[src/rtl/tsa_pkg.sv]
// Package: shared flag positions and lane field type for the thread
// state aggregation decoder. Assumes an eight-flag output vector.
package tsa_pkg;

    localparam int NUM_FLAGS    = 8;
    localparam int FLAG_RUN     = 0;
    localparam int FLAG_STOP    = 1;
    localparam int FLAG_MAINT   = 2;
    localparam int FLAG_QUIES   = 3;
    localparam int FLAG_ICTE    = 4;
    localparam int FLAG_LSUQ    = 5;
    localparam int FLAG_STEPOK  = 6;
    localparam int FLAG_STEPRDY = 7;

    typedef logic [NUM_FLAGS-1:0] tstate_t;

    typedef struct packed {
        logic stepok;
        logic lsuq;
        logic icte;
        logic quies;
        logic maint;
    } lane_fields_t;

endpackage

[src/rtl/tsa_lane_extract.sv]
// Module: pulls the five status fields out of one thread's lane.
// Assumes offsets are counted from the lane MSB and are below STRIDE.
module tsa_lane_extract
    import tsa_pkg::*;
#(
    parameter int STRIDE     = 8,
    parameter int MAINT_OFS  = 0,
    parameter int QUIES_OFS  = 1,
    parameter int ICTE_OFS   = 2,
    parameter int LSUQ_OFS   = 3,
    parameter int STEPOK_OFS = 4
) (
    input  logic [STRIDE-1:0] lane,
    output lane_fields_t      fields
);

    localparam int TOP = STRIDE - 1;

    // Lane bits outside the five fields are intentionally ignored.
    logic unused_lane_bits;
    assign unused_lane_bits = ^lane;

    // Map MSB-relative offsets onto lane bit positions.
    always_comb begin
        fields.maint  = lane[TOP - MAINT_OFS];
        fields.quies  = lane[TOP - QUIES_OFS];
        fields.icte   = lane[TOP - ICTE_OFS];
        fields.lsuq   = lane[TOP - LSUQ_OFS];
        fields.stepok = lane[TOP - STEPOK_OFS];
    end

endmodule

[src/rtl/tsa_reduce.sv]
// Module: combines per-thread fields of the selected threads into the
// flag vector. Any-of flags use OR reductions; every-thread flags use
// AND reductions in which unselected threads count as satisfied.
// Assumes vectors are indexed by thread number.
module tsa_reduce
    import tsa_pkg::*;
#(
    parameter int NUM_THREADS = 4
) (
    input  logic [NUM_THREADS-1:0] sel,
    input  logic [NUM_THREADS-1:0] maint,
    input  logic [NUM_THREADS-1:0] quies,
    input  logic [NUM_THREADS-1:0] icte,
    input  logic [NUM_THREADS-1:0] lsuq,
    input  logic [NUM_THREADS-1:0] stepok,
    output tstate_t                flags
);

    logic [NUM_THREADS-1:0] hit_maint, hit_quies, hit_icte;
    logic [NUM_THREADS-1:0] hit_lsuq, hit_stepok;
    logic [NUM_THREADS-1:0] ok_both, ok_ready;
    logic                   none_busy, all_both, all_ready;

    // Per-thread gating by the select mask.
    always_comb begin
        hit_maint  = sel & maint;
        hit_quies  = sel & quies;
        hit_icte   = sel & icte;
        hit_lsuq   = sel & lsuq;
        hit_stepok = sel & stepok;
        ok_both    = ~sel | (maint & quies);
        ok_ready   = ~sel | (maint & quies & icte);
    end

    // Group reductions and the run/stop priority.
    always_comb begin
        none_busy = ~|(hit_maint | hit_quies);
        all_both  = &ok_both;
        all_ready = &ok_ready;

        flags               = '0;
        flags[FLAG_RUN]     = none_busy;
        flags[FLAG_STOP]    = !none_busy && all_both;
        flags[FLAG_MAINT]   = |hit_maint;
        flags[FLAG_QUIES]   = |hit_quies;
        flags[FLAG_ICTE]    = |hit_icte;
        flags[FLAG_LSUQ]    = |hit_lsuq;
        flags[FLAG_STEPOK]  = |hit_stepok;
        flags[FLAG_STEPRDY] = all_ready;
    end

endmodule

[src/rtl/tsa_out_stage.sv]
// Module: optional output register with valid strobe. REG_OUT=1 loads on
// in_valid and delays valid by one cycle; REG_OUT=0 passes through.
// Assumes synchronous active-low reset.
module tsa_out_stage #(
    parameter int REG_OUT = 1,
    parameter int W       = 8
) (
    input  logic         clk,
    input  logic         rst_n,
    input  logic         in_valid,
    input  logic [W-1:0] d,
    output logic [W-1:0] q,
    output logic         q_valid
);

    generate
        if (REG_OUT != 0) begin : g_reg
            logic [W-1:0] q_r;
            logic         v_r;

            // Capture flags on valid input; track valid one cycle late.
            always_ff @(posedge clk) begin
                if (!rst_n) begin
                    q_r <= '0;
                    v_r <= 1'b0;
                end else begin
                    if (in_valid) begin
                        q_r <= d;
                    end
                    v_r <= in_valid;
                end
            end

            assign q       = q_r;
            assign q_valid = v_r;
        end else begin : g_comb
            logic unused_clk_rst;
            assign unused_clk_rst = clk ^ rst_n;

            assign q       = d;
            assign q_valid = in_valid;
        end
    endgenerate

endmodule

[src/rtl/thread_state_agg.sv]
// Module: top of the thread state aggregation decoder. Slices the status
// word into per-thread lanes, reorders the MSB-first mask into thread
// order, reduces and optionally registers the result.
// Assumes NUM_THREADS*LANE_STRIDE <= WORD_W and lane offsets < LANE_STRIDE.
module thread_state_agg
    import tsa_pkg::*;
#(
    parameter int WORD_W      = 64,
    parameter int NUM_THREADS = 4,
    parameter int LANE_STRIDE = 8,
    parameter int MAINT_OFS   = 0,
    parameter int QUIES_OFS   = 1,
    parameter int ICTE_OFS    = 2,
    parameter int LSUQ_OFS    = 3,
    parameter int STEPOK_OFS  = 4,
    parameter int REG_OUT     = 1
) (
    input  logic                   clk,
    input  logic                   rst_n,
    input  logic                   in_valid,
    input  logic [WORD_W-1:0]      status_word,
    input  logic [NUM_THREADS-1:0] thread_sel,
    output logic [NUM_FLAGS-1:0]   state_vec,
    output logic                   state_valid
);

    localparam int USED_W = NUM_THREADS * LANE_STRIDE;

    logic [NUM_THREADS-1:0] sel_t;
    logic [NUM_THREADS-1:0] f_maint, f_quies, f_icte, f_lsuq, f_stepok;
    tstate_t                flags;

    generate
        if (USED_W < WORD_W) begin : g_spare
            logic unused_spare_bits;
            assign unused_spare_bits = ^status_word[WORD_W-USED_W-1:0];
        end

        for (genvar t = 0; t < NUM_THREADS; t++) begin : g_lane
            lane_fields_t fld;

            // Mask MSB belongs to thread 0.
            assign sel_t[t] = thread_sel[NUM_THREADS-1-t];

            tsa_lane_extract #(
                .STRIDE     (LANE_STRIDE),
                .MAINT_OFS  (MAINT_OFS),
                .QUIES_OFS  (QUIES_OFS),
                .ICTE_OFS   (ICTE_OFS),
                .LSUQ_OFS   (LSUQ_OFS),
                .STEPOK_OFS (STEPOK_OFS)
            ) u_lane (
                .lane   (status_word[WORD_W-1-t*LANE_STRIDE -: LANE_STRIDE]),
                .fields (fld)
            );

            assign f_maint[t]  = fld.maint;
            assign f_quies[t]  = fld.quies;
            assign f_icte[t]   = fld.icte;
            assign f_lsuq[t]   = fld.lsuq;
            assign f_stepok[t] = fld.stepok;
        end
    endgenerate

    tsa_reduce #(
        .NUM_THREADS (NUM_THREADS)
    ) u_reduce (
        .sel    (sel_t),
        .maint  (f_maint),
        .quies  (f_quies),
        .icte   (f_icte),
        .lsuq   (f_lsuq),
        .stepok (f_stepok),
        .flags  (flags)
    );

    tsa_out_stage #(
        .REG_OUT (REG_OUT),
        .W       (NUM_FLAGS)
    ) u_out (
        .clk      (clk),
        .rst_n    (rst_n),
        .in_valid (in_valid),
        .d        (flags),
        .q        (state_vec),
        .q_valid  (state_valid)
    );

endmodule

[config.mk]
export PLATFORM = sky130hd
export DESIGN_NAME = thread_state_agg
export DESIGN_NICKNAME = d
export VERILOG_FILES = /design/src/rtl/tsa_pkg.sv /design/src/rtl/tsa_lane_extract.sv /design/src/rtl/tsa_reduce.sv /design/src/rtl/tsa_out_stage.sv /design/src/rtl/thread_state_agg.sv
export SDC_FILE = /design/constraint.sdc
export NUM_CORES = 1
export LEC_CHECK = 0
export BUFFER_PORTS_ARGS = -buffer_cell sky130_fd_sc_hd__buf_2
export CORE_MARGIN = 10
export CORE_UTILIZATION = 23
export CTS_CLUSTER_DIAMETER = 80
export DETAILED_ROUTE_END_ITERATION = 10
export PLACE_DENSITY = 0.83
export SLEW_MARGIN = 0
export SYNTH_ARGS = -nofsm -noshare
export SYNTH_HDL_FRONTEND = slang
export SYNTH_SLANG_ARGS = --single-unit
[constraint.sdc]
create_clock -name clk -period 1.15 [get_ports clk]
set_input_delay 0.2875 -clock clk [delete_from_list [all_inputs] [get_ports clk]]
set_output_delay 0.2875 -clock clk [all_outputs]
set_load 0.01 [all_outputs]
==> impl_summary.txt, run 1 <==
----------------------------------------------------
[Final layout]
  Area Overhead vs Synth ... 74.0%
  Fraction of layout instances using a drive strength above 1 ... 54.8%
  Number of standard cells in the layout, taps in and fillers out ... approximately 130
  Antenna Diode Count ... 0
  Leading cell types in the layout, fill and taps excluded ... sky130_fd_sc_hd__buf_2 (35), sky130_fd_sc_hd__buf_4 (15), sky130_fd_sc_hd__nand2_1 (9), sky130_fd_sc_hd__dfxtp_1 (9), sky130_fd_sc_hd__a22oi_1 (6)
  Nets@finish ... around 180
  Most frequent standard cell in the layout excluding fill and tap cells ... sky130_fd_sc_hd__buf_2

[Floorplan]
  Die H ... approximately 65 um
  Total Die Area ... ~0.0042 sq mm
  Num rows ... 16
  Total core area ... slightly below 0.002 sq mm
  Top Ports ... 80
  Starting density of the core ... ~24%
  Horiz. Die Dim ... 65.0 um

[Clock tree]
  TritonCTS sink count ... 9
  Post_cts resized ... 0
  Number of setup buffers added after CTS ... 0
  Hold buffers post-CTS ... 0
  Clock H-tree levels ... 1
  CTS max path bufs ... 2
  Library cell used as clock root buffer ... sky130_fd_sc_hd__clkbuf_4
  Clock Latency Late Sink ... 0.26 ns
  Clock buffers created by TritonCTS ... 3
  Clock Pin Slew Worst Setup and Hold Paths ... about 0.070 ns
  CTS tree ... yes

[Drt]
  First-iteration detailed-routing DRC count ... 26
  Number of antenna-violating nets in the routed design ... 0
  Total via count in the routed design ... 610
  Total routed wire length on the met1 layer ... slightly below 600 um
  Number of iterations in the first detailed-routing pass ... 4
  Average wire length per cell after detail routing ... around 13 um
  Routed length on met3 ... roughly 280 um
  DRC violations left ... 0
  Top layer reached by signal wires ... met3
  Total wire length ... between 1500 and 2000 um
  Routed via count divided by cell count ... approximately 4.7
  Met2 Routed Length ... a little under 900 um

[Setup path]
  Critical path required time ... ~1.3 ns
  Category of cells accounting for the largest share of critical-path delay ... compound AO/OA/AOI/OAI gates
  Number of buffers and inverters on the critical path ... 1
  Max stage delay cell, worst path ... sky130_fd_sc_hd__a32o_1
  Peak per-stage delay on the critical path ... roughly 0.25 ns
  Reg-to-reg setup timing slack ... ~0.50 ns
  Worst reg2reg path depth ... 2
  Critical Path End Type ... flop
  Startpoint type of the worst setup path ... input port
  Critical path start-end classification ... in -> reg
  Peak fanout along the critical path ... 2
  Endpoint of the lowest-slack register-to-register path ... u_out.q[4]$_SDFFE_PN0P_
  Data arrival time of the worst path ... about 1.2 ns
  CP Cell Sequence ... buf_2, a22o_1, a221oi_2, nand2_1, a32o_1
  R2R Path Start ... u_out.q[4]$_SDFFE_PN0P_

[Placed design]
  Port Buffers ... 35
  Detailed Place HPWL ... 1520 um
  Global placement routability congestion ... around 0.70
  DP Cell Count ... between 100 and 150

[Power and ir drop]
  Pwr/cell area ... 978 mW/mm^2
  Static Leak ... approximately 0.43 nW
  Worst-case vdd ir drop ... approximately 0.6 mV

[Logic synthesis]
  Compound-Gate Fraction of Synth Area ... 44.8%
  Share of synthesized area occupied by flip-flops and latches ... approximately 39%
  Ranking of synthesized cells by area ... sky130_fd_sc_hd__dfxtp_1 (39%), sky130_fd_sc_hd__a221oi_2 (9.7%), sky130_fd_sc_hd__a22oi_1 (9.7%), sky130_fd_sc_hd__nand2_1 (7.2%), sky130_fd_sc_hd__a32o_1 (4.3%)
  Synthesized net count ... 122
  Post-synthesis adder-cell area fraction ... 0%
  Post-synthesis instance area ... 467 sq um
  Mean Syn Cell Area ... 9.15 sq um
  Xor and xnor area share after synthesis ... 0%
  Fraction of post-synthesis cell area in the top cell type by area ... approximately two fifths
  Ys Warns ... 0
  Number of library cell types mapped by synthesis ... 19
  Largest family of logic cells by synthesized area ... compound AO/OA/AOI/OAI gates
  Number of flip-flops and latches in the synthesized netlist ... 9
  Cells after synthesis ... 51
  Post-synthesis share of cell area spent on and, or, nand and nor gates ... 13.4%
  Cell type contributing the most total cell area after synthesis ... sky130_fd_sc_hd__dfxtp_1
  Multiplexer share of the synthesized area ... 0%

[Hold path]
  Class of the tightest hold or removal check ... in -> reg
  Cell depth of the worst min-delay path ... 2
  End point of the worst hold path ... u_out.q_valid$_SDFF_PN0_
  Worst hold path startpoint ... in_valid

[Timing]
  Clock period minus worst slack ... 1.04 ns
  Worst slew pin tran ... approximately 0.28 ns
  Worst-case headroom to the max-slew limit ... 81.2%
  Fraction of the cycle the final worst path needs ... 90.3%
  Setup repair after global routing missed its margin ... false
  Setup clock skew after layout ... 0 ns
  Setup violations, final ... 0
  Endpoints failing hold ... 0
  Highest attainable clock frequency ... just under 1000 MHz
  Final-report max-slew violation count ... 0
  Worst-case hold slack ... about 0.29 ns

[GRT]
  Antenna violations before repair ... 0
  Global-route wire length before repair ... roughly 2700 um
  Leftover overflow at the end of global routing ... 0
  Total routing usage reported by global routing ... 8.07%
  Via count of the first global-routing pass ... ~650
  Pin count of the biggest net entering global routing ... 14

[Outcome]
  Outcome ... finished clean

[Flow run]
  Count of max-cap constraint violations ... 0

----------------------------------------------------
## cells in the mapped netlist
cell type and instances:
sky130_fd_sc_hd__clkbuf_1 1, sky130_fd_sc_hd__nand2b_1 1, sky130_fd_sc_hd__a31oi_1 3, sky130_fd_sc_hd__a21bo_1 1
sky130_fd_sc_hd__a22o_1 2, sky130_fd_sc_hd__a222oi_1 1, sky130_fd_sc_hd__nand3_1 2, sky130_fd_sc_hd__a221oi_2 3
sky130_fd_sc_hd__a22oi_1 6, sky130_fd_sc_hd__o21ai_0 2, sky130_fd_sc_hd__o21ai_1 1, sky130_fd_sc_hd__a32o_1 2
sky130_fd_sc_hd__nand2_1 9, sky130_fd_sc_hd__inv_1 3, sky130_fd_sc_hd__nor2b_1 1, sky130_fd_sc_hd__dfxtp_1 9
sky130_fd_sc_hd__and2_1 1, sky130_fd_sc_hd__o211a_1 2, sky130_fd_sc_hd__a21boi_1 1
## stage by stage
stage / setup TNS, ns / worst slack, ns / utilization [%] / instance area [sq um] / total power, W
detailed placement: -0.660 / -0.177 / 40.4 / 785 / 0.000563
global route: 0 / 0.0604 / 41.8 / 812 / 0.000845
finish: 0 / 0.111 / 41.8 / 812 / 0.000794
CTS: 0 / 0.103 / 41.8 / 812 / 0.000812
floorplan: 0 / 0.00497 / - / 467 / 0.000421
global placement: -0.531 / -0.129 / 40.4 / 785 / 0.000557
## metal layers
metal | vias up | GRT usage, %
met2 | 24 | 14.5
li1 | 311 | -
met3 | 0 | 7.56
met1 | 275 | 6.55
met5 | - | 0
met4 | 0 | 0.802
## flip-flops by register name, summed over array words and instances, names as in the netlist
register       count
u_out.q            8
u_out.q_valid      1
## worst max-delay path by stage
stage / from / endpoint / slack, ns / cells after the start
global route: thread_sel[1] / u_out.q[0]$_SDFFE_PN0P_ / 0.06 / 6
CTS: u_out.q[1]$_SDFFE_PN0P_ / state_vec[1] / 0.10 / 1
finish: thread_sel[1] / u_out.q[1]$_SDFFE_PN0P_ / 0.11 / 5
global placement: thread_sel[1] / u_out.q[1]$_SDFFE_PN0P_ / -0.13 / 5
floorplan: thread_sel[1] / u_out.q[1]$_SDFFE_PN0P_ / 0.005 / 4
detailed placement: thread_sel[1] / u_out.q[1]$_SDFFE_PN0P_ / -0.18 / 5
## cell type report
type | count | area, sq um
Multi-Input combinational cell | 38 | 272
Timing Repair Buffer | 50 | 288
Tap cell | 27 | 33.8
Clock buffer | 3 | 22.5
Clock inverter | 1 | 5.00
Fill cell | 217 | 1130
Inverter | 3 | 11.3
Sequential cell | 9 | 180
## worst register-to-register path, cell delays in order, from the launching register on
cell and delay (ns):
sky130_fd_sc_hd__dfxtp_1 0.31, sky130_fd_sc_hd__o21ai_0 0.16, sky130_fd_sc_hd__a31oi_1 0.06
## power breakdown
group	internal, W	switching, W
sequential	0.000331	0.00000775
clock	0.000128	0.000112
combinational	0.000119	0.0000965
total	0.000577	0.000217
## cells by family after synthesis
| logic type | Yosys count |
|---|---|
| flip-flops | 9 |
| AND/OR/NAND/NOR | 14 |
| buffers and inverters | 4 |
| AO/OA/AOI/OAI | 24 |
No activity file was read; power rests on OpenSTA's default activity.
==> run 2, diff against run 1 <==
--- a/config.mk
+++ b/config.mk
@@ -5,7 +5,7 @@
 export SDC_FILE = /design/constraint.sdc
 export NUM_CORES = 1
 export LEC_CHECK = 0
-export BUFFER_PORTS_ARGS = -buffer_cell sky130_fd_sc_hd__buf_2
+export BUFFER_PORTS_ARGS = -buffer_cell sky130_fd_sc_hd__clkbuf_2
 export CORE_MARGIN = 10
 export CORE_UTILIZATION = 23
 export CTS_CLUSTER_DIAMETER = 80
==> impl_summary.txt, run 2 (synthesized netlist as in run 1, its figures left out) <==
----------------------------------------------------
[Placed design]
  Detailed Place HPWL ... 1620 um (was 1520 um)
  Port Buffers ... 35 (unchanged)
  Global placement routability congestion ... 0.709 (was 0.702)
  Post-detailed-placement cell area ... 800 sq um (was 785 sq um)
  DP Cell Count ... 129 (was 127)

[Timing]
  Setup repair after global routing missed its margin ... false (unchanged)
  Worst-case headroom to the max-slew limit ... 78.9% (was 81.2%)
  Worst-case hold slack ... 0.291 ns (was 0.294 ns)
  Endpoints failing hold ... 0 (unchanged)
  Fraction of the cycle the final worst path needs ... 92.4% (was 90.3%)
  Final-report max-slew violation count ... 0 (unchanged)
  Setup clock skew after layout ... 0 ns (unchanged)
  Setup violations, final ... 0 (unchanged)
  Worst slew pin tran ... 0.317 ns (was 0.282 ns)
  Highest attainable clock frequency ... 941 MHz (was 963 MHz)
  Clock period minus worst slack ... 1.06 ns (was 1.04 ns)

[Power and ir drop]
  Power Internal ... 0.000587 W (was 0.000577 W)
  Proportion of power drawn by combinational gates ... 28.1% (was 27.1%)
  Worst-case vdd ir drop ... 0.495 mV (was 0.603 mV)
  Fraction of power consumed by sequential logic ... 42.6% (about the same)
  Clock group share of total power ... 29.3% (was 30.3%)
  Switching share of power ... 26.6% (was 27.3%)
  Pwr/cell area ... 967 mW/mm^2 (was 978 mW/mm^2)
  Total chip power ... 0.000799 W (was 0.000794 W)
  Net switching power of the design ... 0.000212 W (was 0.000217 W)
  Static Leak ... 0.438 nW (was 0.430 nW)

[Setup path]
  Peak fanout along the critical path ... 2 (unchanged)
  Critical Path End Type ... flop (unchanged)
  Data arrival time of the worst path ... 1.21 ns (was 1.19 ns)
  Startpoint type of the worst setup path ... input port (unchanged)
  Max stage delay cell, worst path ... sky130_fd_sc_hd__a221oi_2 (was sky130_fd_sc_hd__a32o_1)
  Peak per-stage delay on the critical path ... 0.25 ns (about the same)
  Critical path required time ... 1.30 ns (was 1.31 ns)
  CP Cell Sequence ... clkbuf_2, a22o_1, a221oi_2, nand2_1, a32o_1 (was buf_2, a22o_1, a221oi_2, nand2_1, a32o_1)
  Critical path start-end classification ... in -> reg (unchanged)

[Drt]
  DRC violations left ... 0 (unchanged)
  First-iteration detailed-routing DRC count ... 17 (was 26)
  Number of iterations in the first detailed-routing pass ... 4 (unchanged)
  Number of antenna-violating nets in the routed design ... 0 (unchanged)
  Routed via count divided by cell count ... 4.76 (was 4.66)
  Total via count in the routed design ... 633 (was 610)
  Average wire length per cell after detail routing ... 13.9 um (was 13.3 um)
  Total wire length ... 1850 um (was 1750 um)

[Final layout]
  Fin util ... 42.5% (was 41.8%)
  Nets@finish ... 178 (was 176)
  Antenna Diode Count ... 0 (unchanged)
  Post-layout instance area ... 826 sq um (was 812 sq um)
  Most frequent standard cell in the layout excluding fill and tap cells ... sky130_fd_sc_hd__clkbuf_2 (was sky130_fd_sc_hd__buf_2)
  Number of standard cells in the layout, taps in and fillers out ... 133 (was 131)
  Largest register FFs ... 8 (unchanged)
  Leading cell types in the layout, fill and taps excluded ... sky130_fd_sc_hd__clkbuf_2 (35), sky130_fd_sc_hd__buf_4 (17), sky130_fd_sc_hd__nand2_1 (9), sky130_fd_sc_hd__dfxtp_1 (9), sky130_fd_sc_hd__a22oi_1 (6) (was sky130_fd_sc_hd__buf_2 (35), sky130_fd_sc_hd__buf_4 (15), sky130_fd_sc_hd__nand2_1 (9), sky130_fd_sc_hd__dfxtp_1 (9), sky130_fd_sc_hd__a22oi_1 (6))
  Area Overhead vs Synth ... 76.9% (was 74.0%)
  Fraction of layout instances using a drive strength above 1 ... 54.7% (was 54.8%)
  Fill cell instance count of the final layout ... 205 (was 217)

[GRT]
  Global-route wire length before repair ... 3130 um (was 2700 um)
  Leftover overflow at the end of global routing ... 0 (unchanged)
  Antenna violations before repair ... 0 (unchanged)
  Pin count of the biggest net entering global routing ... 14 (unchanged)
  Total routing usage reported by global routing ... 9.18% (was 8.07%)
  Via count of the first global-routing pass ... 754 (was 645)

[Clock tree]
  Number of setup buffers added after CTS ... 0 (unchanged)
  Hold buffers post-CTS ... 0 (unchanged)
  Clock Latency Late Sink ... 0.26 ns (about the same)
  CTS max path bufs ... 2 (unchanged)
  Clock buffers created by TritonCTS ... 3 (unchanged)
  Clock Pin Slew Worst Setup and Hold Paths ... 0.05 ns (was 0.07 ns)
  Clock H-tree levels ... 1 (unchanged)
  Library cell used as clock root buffer ... sky130_fd_sc_hd__clkbuf_4 (unchanged)
  TritonCTS sink count ... 9 (unchanged)
  Post_cts resized ... 0 (unchanged)
  CTS tree ... yes (unchanged)

[Floorplan]
  Top Ports ... 80 (unchanged)
  Starting density of the core ... 24.0% (unchanged)
  Total Die Area ... 0.00423 sq mm (unchanged)
  Die H ... 65.0 um (unchanged)
  Horiz. Die Dim ... 65.0 um (unchanged)
  Num rows ... 16 (unchanged)
  Total core area ... 0.00194 sq mm (unchanged)

[Hold path]
  Class of the tightest hold or removal check ... in -> reg (unchanged)

[Flow run]
  Count of max-cap constraint violations ... 0 (unchanged)

[Outcome]
  Outcome ... finished clean (unchanged)

----------------------------------------------------
## run 2: changes by cell type in the layout (fill, tap and decap cells not counted), sizes merged
cell    previous run  this run
buf               50        17
clkbuf             3        39
clkinv             1         0
## run 2: final timing paths
kind | from | endpoint | slack, ns | cells after the start
max | status_word[38] | u_out.q[1]$_SDFFE_PN0P_ | 0.09 | 5
max reg2reg | u_out.q[4]$_SDFFE_PN0P_ | u_out.q[4]$_SDFFE_PN0P_ | 0.50 | 2
min | in_valid | u_out.q_valid$_SDFF_PN0_ | 0.29 | 2
min reg2reg | u_out.q[0]$_SDFFE_PN0P_ | u_out.q[0]$_SDFFE_PN0P_ | 0.47 | 2
## run 2: cell type report
type                       instances  area, sq um  share of cell area, %
sequential                         9          180                   21.8
timing repair buffer              52          303                   36.7
inverter                           3         11.3                   1.36
tap                               27         33.8                   4.09
multi-input combinational         38          272                   32.9
clock buffer                       4         26.3                   3.18
## run 2: power by group through the flow
stage | Combinational, W | Sequential, W | Clock [W]
floorplan | 0.0000660 | 0.000355 | 0
global placement | 0.000217 | 0.000346 | 0
detailed placement | 0.000225 | 0.000347 | 0
CTS | 0.000226 | 0.000341 | 0.000245
global route | 0.000249 | 0.000342 | 0.000265
finish | 0.000224 | 0.000341 | 0.000234
## run 2: worst max-delay path: cells and delay by family
family	cells	cell delay [ns]
compound gates	3	0.74
buf+inv	1	0.09
simple gates	1	0.09
## run 2: through the flow
step / TNS (ns) / setup WS, ns
4_1_cts: 0 / 0.0990
3_3_place_gp: -0.514 / -0.131
2_1_floorplan: 0 / 0.00497
3_5_place_dp: -0.718 / -0.175
6_report: 0 / 0.0874
5_1_grt: 0 / 0.0241
## run 2: metal layers
| metal | routed length (um) | global-route usage (%) |
|---|---|---|
| met5 | 0 | 0 |
| met4 | 35 | 4.55 |
| met3 | 252 | 6.87 |
| met2 | 889 | 16.1 |
| met1 | 670 | 7.42 |
